`config.mk`:
```
export PLATFORM = sky130hd
export DESIGN_NAME = pwm_steer
export DESIGN_NICKNAME = d
export VERILOG_FILES = /design/src/rtl/pwm_steer_pkg.sv /design/src/rtl/pwm_steer_regs.sv /design/src/rtl/pwm_steer_mux.sv /design/src/rtl/pwm_steer_flag.sv /design/src/rtl/pwm_steer.sv
export SDC_FILE = /design/constraint.sdc
export NUM_CORES = 1
export LEC_CHECK = 0
export BUFFER_PORTS_ARGS = -buffer_cell sky130_fd_sc_hd__buf_2
export CORE_ASPECT_RATIO = 0.8
export CORE_MARGIN = 2
export CORE_UTILIZATION = 30
export DETAILED_ROUTE_END_ITERATION = 10
export GPL_TIMING_DRIVEN = 0
export HOLD_SLACK_MARGIN = 0.12
export PLACE_DENSITY = 0.52
export SETUP_SLACK_MARGIN = 0.05
export SLEW_MARGIN = 20
export SYNTH_ARGS = -nofsm -noshare
export SYNTH_HDL_FRONTEND = slang
export SYNTH_SLANG_ARGS = --single-unit
export TNS_END_PERCENT = 100
```
`constraint.sdc`:
```
create_clock -name clk -period 1 [get_ports clk]
set_clock_uncertainty 0.1 [all_clocks]
set_input_delay 0 -clock clk [delete_from_list [all_inputs] [get_ports clk]]
set_output_delay 0 -clock clk [all_outputs]
set_load 0.1 [all_outputs]
```
`src/rtl/pwm_steer_pkg.sv`:
```
package pwm_steer_pkg;
  localparam int unsigned ADDR_W = 2;
  localparam logic [ADDR_W-1:0] SEL_CTRL = 2'd0;
  localparam logic [ADDR_W-1:0] SEL_OE   = 2'd1;
  localparam logic [ADDR_W-1:0] SEL_FLAG = 2'd2;
endpackage

```
`src/rtl/pwm_steer_regs.sv`:
```
module pwm_steer_regs
  import pwm_steer_pkg::*;
#(
  parameter int NPINS = 4,
  localparam int DW = NPINS + 3
) (
  input  logic              clk,
  input  logic              rst,
  input  logic              wr_en,
  input  logic [ADDR_W-1:0] wr_addr,
  input  logic [DW-1:0]     wr_data,
  input  logic              period_start,
  output logic [NPINS-1:0]  active_mask,
  output logic [1:0]        pol_low,
  output logic [NPINS-1:0]  oe
);
  localparam int SYNC_BIT = NPINS;
  localparam int POL_LSB  = NPINS + 1;

  logic [NPINS-1:0] pend_mask;
  logic             pend_vld;
  logic             wr_ctrl, wr_oe, wr_sync;

  assign wr_ctrl = wr_en && (wr_addr == SEL_CTRL);
  assign wr_oe   = wr_en && (wr_addr == SEL_OE);
  assign wr_sync = wr_data[SYNC_BIT];

  always_ff @(posedge clk) begin
    if (rst) begin
      active_mask <= NPINS'(1);
      pend_mask   <= '0;
      pend_vld    <= 1'b0;
      pol_low     <= 2'b00;
      oe          <= '0;
    end else begin
      if (period_start && pend_vld) begin
        active_mask <= pend_mask;
        pend_vld    <= 1'b0;
      end
      if (wr_ctrl) begin
        pol_low <= wr_data[POL_LSB +: 2];
        if (wr_sync) begin
          pend_mask <= wr_data[NPINS-1:0];
          pend_vld  <= 1'b1;
        end else begin
          active_mask <= wr_data[NPINS-1:0];
          pend_vld    <= 1'b0;
        end
      end
      if (wr_oe) oe <= wr_data[NPINS-1:0];
    end
  end

  // an immediate write sets the mask on the next cycle
  a_r3_immediate: assert property (@(posedge clk) disable iff (rst)
    (wr_ctrl && !wr_sync) |=> (active_mask == $past(wr_data[NPINS-1:0])));
  // a pending mask lands at the period strobe
  a_r4_pending_applied: assert property (@(posedge clk) disable iff (rst)
    (period_start && pend_vld && !(wr_ctrl && !wr_sync)) |=> (active_mask == $past(pend_mask)));
  // without a period strobe or an immediate write the mask holds
  a_r4_mask_holds: assert property (@(posedge clk) disable iff (rst)
    (!period_start && !(wr_ctrl && !wr_sync)) |=> $stable(active_mask));
  // the enables change only through their own address
  a_r7_oe_holds: assert property (@(posedge clk) disable iff (rst)
    !wr_oe |=> $stable(oe));
endmodule

```
`src/rtl/pwm_steer_mux.sv`:
```
module pwm_steer_mux #(
  parameter int NPINS = 4
) (
  input  logic             clk,
  input  logic             rst,
  input  logic             pwm_in,
  input  logic [NPINS-1:0] port_data,
  input  logic [NPINS-1:0] active_mask,
  input  logic [1:0]       pol_low,
  input  logic [NPINS-1:0] oe,
  output logic [NPINS-1:0] pin_q
);
  for (genvar g = 0; g < NPINS; g++) begin : g_pin
    localparam int PAIR = g % 2;
    logic pwm_pol, src;
    assign pwm_pol = pwm_in ^ pol_low[PAIR];
    assign src     = active_mask[g] ? pwm_pol : port_data[g];

    always_ff @(posedge clk) begin
      if (rst) pin_q[g] <= 1'b0;
      else     pin_q[g] <= oe[g] ? src : 1'b0;
    end

    // a pin disabled in the previous cycle shows idle 0
    a_r7_idle_low: assert property (@(posedge clk) disable iff (rst)
      !$past(oe[g]) |-> !pin_q[g]);
    // an unsteered enabled pin copies port data with no inversion
    a_r6_port_plain: assert property (@(posedge clk) disable iff (rst)
      ($past(oe[g]) && !$past(active_mask[g])) |-> (pin_q[g] == $past(port_data[g])));
  end
endmodule

```
`src/rtl/pwm_steer_flag.sv`:
```
module pwm_steer_flag (
  input  logic clk,
  input  logic rst,
  input  logic period_start,
  input  logic clr,
  output logic flag_q
);
  always_ff @(posedge clk) begin
    if (rst)               flag_q <= 1'b0;
    else if (period_start) flag_q <= 1'b1;
    else if (clr)          flag_q <= 1'b0;
  end

  // a period strobe always leaves the flag set
  a_r8_set: assert property (@(posedge clk) disable iff (rst)
    period_start |=> flag_q);
  // the flag holds without a clear
  a_r8_sticky: assert property (@(posedge clk) disable iff (rst)
    (flag_q && !clr) |=> flag_q);
  // a lone clear drops it
  a_r8_clear: assert property (@(posedge clk) disable iff (rst)
    (clr && !period_start) |=> !flag_q);
endmodule

```
`src/rtl/pwm_steer.sv`:
```
module pwm_steer
  import pwm_steer_pkg::*;
#(
  parameter int NPINS = 4,
  localparam int DW = NPINS + 3
) (
  input  logic              clk,
  input  logic              rst,
  input  logic              pwm_in,
  input  logic              period_start,
  input  logic              wr_en,
  input  logic [ADDR_W-1:0] wr_addr,
  input  logic [DW-1:0]     wr_data,
  input  logic [NPINS-1:0]  port_data,
  output logic [NPINS-1:0]  pin_out,
  output logic              period_flag
);
  logic [NPINS-1:0] active_mask, oe;
  logic [1:0]       pol_low;
  logic             flag_clr;

  assign flag_clr = wr_en && (wr_addr == SEL_FLAG) && wr_data[0];

  pwm_steer_regs #(.NPINS(NPINS)) u_regs (
    .clk, .rst, .wr_en, .wr_addr, .wr_data, .period_start,
    .active_mask, .pol_low, .oe
  );

  pwm_steer_mux #(.NPINS(NPINS)) u_mux (
    .clk, .rst, .pwm_in, .port_data, .active_mask, .pol_low, .oe,
    .pin_q(pin_out)
  );

  pwm_steer_flag u_flag (
    .clk, .rst, .period_start, .clr(flag_clr), .flag_q(period_flag)
  );

  // outputs are idle during and right after reset
  a_r1_reset_idle: assert property (@(posedge clk)
    $past(rst) |-> (pin_out == '0 && !period_flag));
endmodule

```
==> impl_metrics.json <==
{
  "outcome": "finished with violations",
  "failed_checks": "negative hold slack",
  "grt_usage_pct": 13.1,
  "peakVddDrop_uv": 737,
  "cp.required_ns": 1.10,
  "insertion_delay_ns": 0.30,
  "period_minus_slack_ns": 0.974,
  "cts.reportedPaths.clkPinSlew_ns": 0.11,
  "final_nets": 139,
  "total_leakage_power_nw": 0.535,
  "path_class": "flip-flop to flip-flop",
  "layout_common_cells": "buf_2, nor2_1, dfxtp_1",
  "rr_worst_depth": 3,
  "fin_ws_ns": 0.0261,
  "setup-violations-final": 0,
  "synth_seq_area_share_pct": 48.2,
  "synth_top_area_share_pct": 48.2,
  "viasPerCell": 4.65,
  "stdcell_area_sq_mm": 0.00129,
  "rsz0062_at_grt": "yes",
  "synth_nets": 102,
  "critical-path-top-delay-family": "flip-flops",
  "cts_tree": "done",
  "yosys_warnings": 0,
  "finalPower_mw": 1.57,
  "cp-start-kind": "flip-flop",
  "holdCritStartpoint": "period_start",
  "cts_hold_buf": 11,
  "die_x_um": 62.8,
  "max_cap_viol_count": 0,
  "cp.arrival_ns": 1.08,
  "ys_ff_latch": 20,
  "synth.distinct_cells": 22,
  "synthAdderAreaFrac_pct": 0,
  "rows": 17,
  "final_util_pct": 47.9,
  "crit_chain": "xnor2_4, a21oi_1, and3_1",
  "regToRegSetupSlack_ns": 0.03,
  "dieArea_sq_mm": 0.00321,
  "grt_pass1_wl_um": 3150,
  "tightest_slew_ns": 0.489,
  "post-synth-top-area-cell": "dfxtp_1",
  "core-area_sq_mm": 0.00270,
  "synth_top_family_by_area": "simple AND/OR/NAND/NOR gates",
  "min_path_cells": 3,
  "cpMaxStageDelayCell": "dfxtp_2",
  "routed-via-count": 735,
  "slowest_delay_ns": 0.37,
  "placed_area_sq_mm": 0.00100,
  "reg2reg_to": "u_mux.pin_q[0]",
  "synth_area_leaders": "dfxtp_1, mux2i_1, nor2_1",
  "muxShareOfSynthArea_pct": 13.3,
  "drive_above_1_share_pct": 43.3,
  "syn_area_sq_um": 831,
  "io_buffer_count": 21,
  "ant_nets": 0,
  "hold_violations": 5,
  "drc": 0,
  "ctsHtreeMaxLevel": 1,
  "synth_cells": 84,
  "drv_slew": 0,
  "grt_max_degree": 12,
  "wirelength_um": 1980,
  "cp-end-kind": "flip-flop",
  "min_to": "u_flag.flag_q",
  "fmax_ghz": 1.03,
  "cp_num_buf_inv": 0,
  "synth-compound-area-share_pct": 10.1,
  "pre_cts_ws_ns": -0.221,
  "tns_ns": 0,
  "drtIter0Drc": 15,
  "antenna_found_initial": 0,
  "cts_root_buf": "clkbuf_4",
  "cts_buffer_depth": 2,
  "slew_headroom_pct": 67.4,
  "io_pins": 23,
  "numCtsBuffers": 3,
  "synth-simple-area-share_pct": 23.0,
  "start_util_pct": 30.8,
  "p_per_area_mw_per_mm2": 1210,
  "period_share_pct": 97.4,
  "detail_route.wl_per_cell_um": 12.5,
  "worst-path-max-fanout": 2,
  "synth_xor_area_share_pct": 2.11,
  "hpwl_um": 1320,
  "layout_commonest_cell": "buf_2",
  "holdWs_ns": -0.0541,
  "grt_pass1_vias": 689,
  "gp_congestion": 0.695,
  "grt.overflow.total": 0,
  "diodes": 0,
  "hold_class": "input port to flip-flop",
  "first_pass_iters": 6,
  "clock-sinks": 20,
  "r2r_start": "u_regs.pol_low[0]",
  "die_h_um": 51.1,
  "syn2layout_area_growth_pct": 55.7,
  "syn_avg_cell_area_sq_um": 9.89
}
[cell type report]
cell class,count,area [sq um]
timing repair buffer,32,290
sequential,20,415
multi-input combinational,59,477
buffer,4,23.8
clock buffer,4,36.3
tap,38,47.5
fill,271,1410
inverter,1,3.75
[flip-flops by register name (all words and copies together) (netlist names)]
register	flops
u_regs.oe	4
u_regs.pend_vld	1
u_flag.flag_q	1
u_mux.pin_q	4
u_regs.pend_mask	4
u_regs.active_mask	4
u_regs.pol_low	2
[how the worst max path moves through the flow]
stage / from / slack (ns) / endpoint / depth (start not counted)
6_report: u_regs.pol_low[0] / 0.03 / u_mux.pin_q[0] / 3
2_1_floorplan: wr_addr[1] / -0.03 / u_regs.active_mask[1] / 4
3_5_place_dp: wr_addr[1] / -0.22 / u_regs.active_mask[0] / 5
5_1_grt: u_regs.pol_low[0] / -0.002 / u_mux.pin_q[0] / 3
3_3_place_gp: wr_addr[1] / -0.20 / u_regs.active_mask[0] / 5
4_1_cts: u_regs.pol_low[0] / 0.02 / u_mux.pin_q[0] / 3
[cell families after synthesis]
kind of cell,after synthesis
AOI/OAI and AO/OA,10
muxes,11
buffers and inverters,5
DFF,20
xor gates and xnor gates,2
and+or+nand+nor,36
[Yosys cell counts]
master    instances
mux2i_1          11
xnor2_1           2
nor2_1           18
and3_1            4
nand4b_1          1
buf_6             1
nand3_1           3
clkbuf_1          2
o21a_1            1
nand3b_1          1
inv_1             1
buf_2             1
a21oi_1           5
and4bb_2          1
nand2_1           4
nor3b_1           1
or4b_1            1
nor3_2            1
a31oi_1           1
dfxtp_1          20
a311oi_2          3
nor3b_2           1
[routing by layer]
layer / GRT usage (%) / share of wire, % / vias to the layer above
met5: 0 / 0 / -
met3: 4.41 / 5.2 / 5
met2: 21.5 / 43 / 22
met1: 16.2 / 50 / 340
li1: - / - / 368
met4: 4.44 / 1.4 / 0
[tightest hold or removal path: cells and delay by family]
kind | cells | cell delay (ns)
buffers and inverters | 1 | 0.19
AND/OR/NAND/NOR | 1 | 0.07
AO/OA/AOI/OAI | 1 | 0.06
[report_power, final]
| group | switching (mW) | internal [mW] | leakage, nW |
|---|---|---|---|
| logic | 0.132 | 0.128 | 0.347 |
| registers | 0.0206 | 0.817 | 0.167 |
| clock network | 0.248 | 0.222 | 0.0210 |
| total | 0.401 | 1.17 | 0.535 |
[what timing repair did]
action / CTS / global route
hold endpoints to repair: 20 / 8
buffers inserted: 0 / 0
resized for setup: 26 / 9
pin swaps: 10 / 5
endpoints found under the setup margin: 13 / 14
[per-stage QoR]
stage	hold slack, ns	cells
6_report	-0.0541	158
4_1_cts	-0.0973	158
3_3_place_gp	0.137	143
5_1_grt	-0.0349	158
3_5_place_dp	0.149	143
2_1_floorplan	0.0173	84
Power figures use the tool's default switching activity.
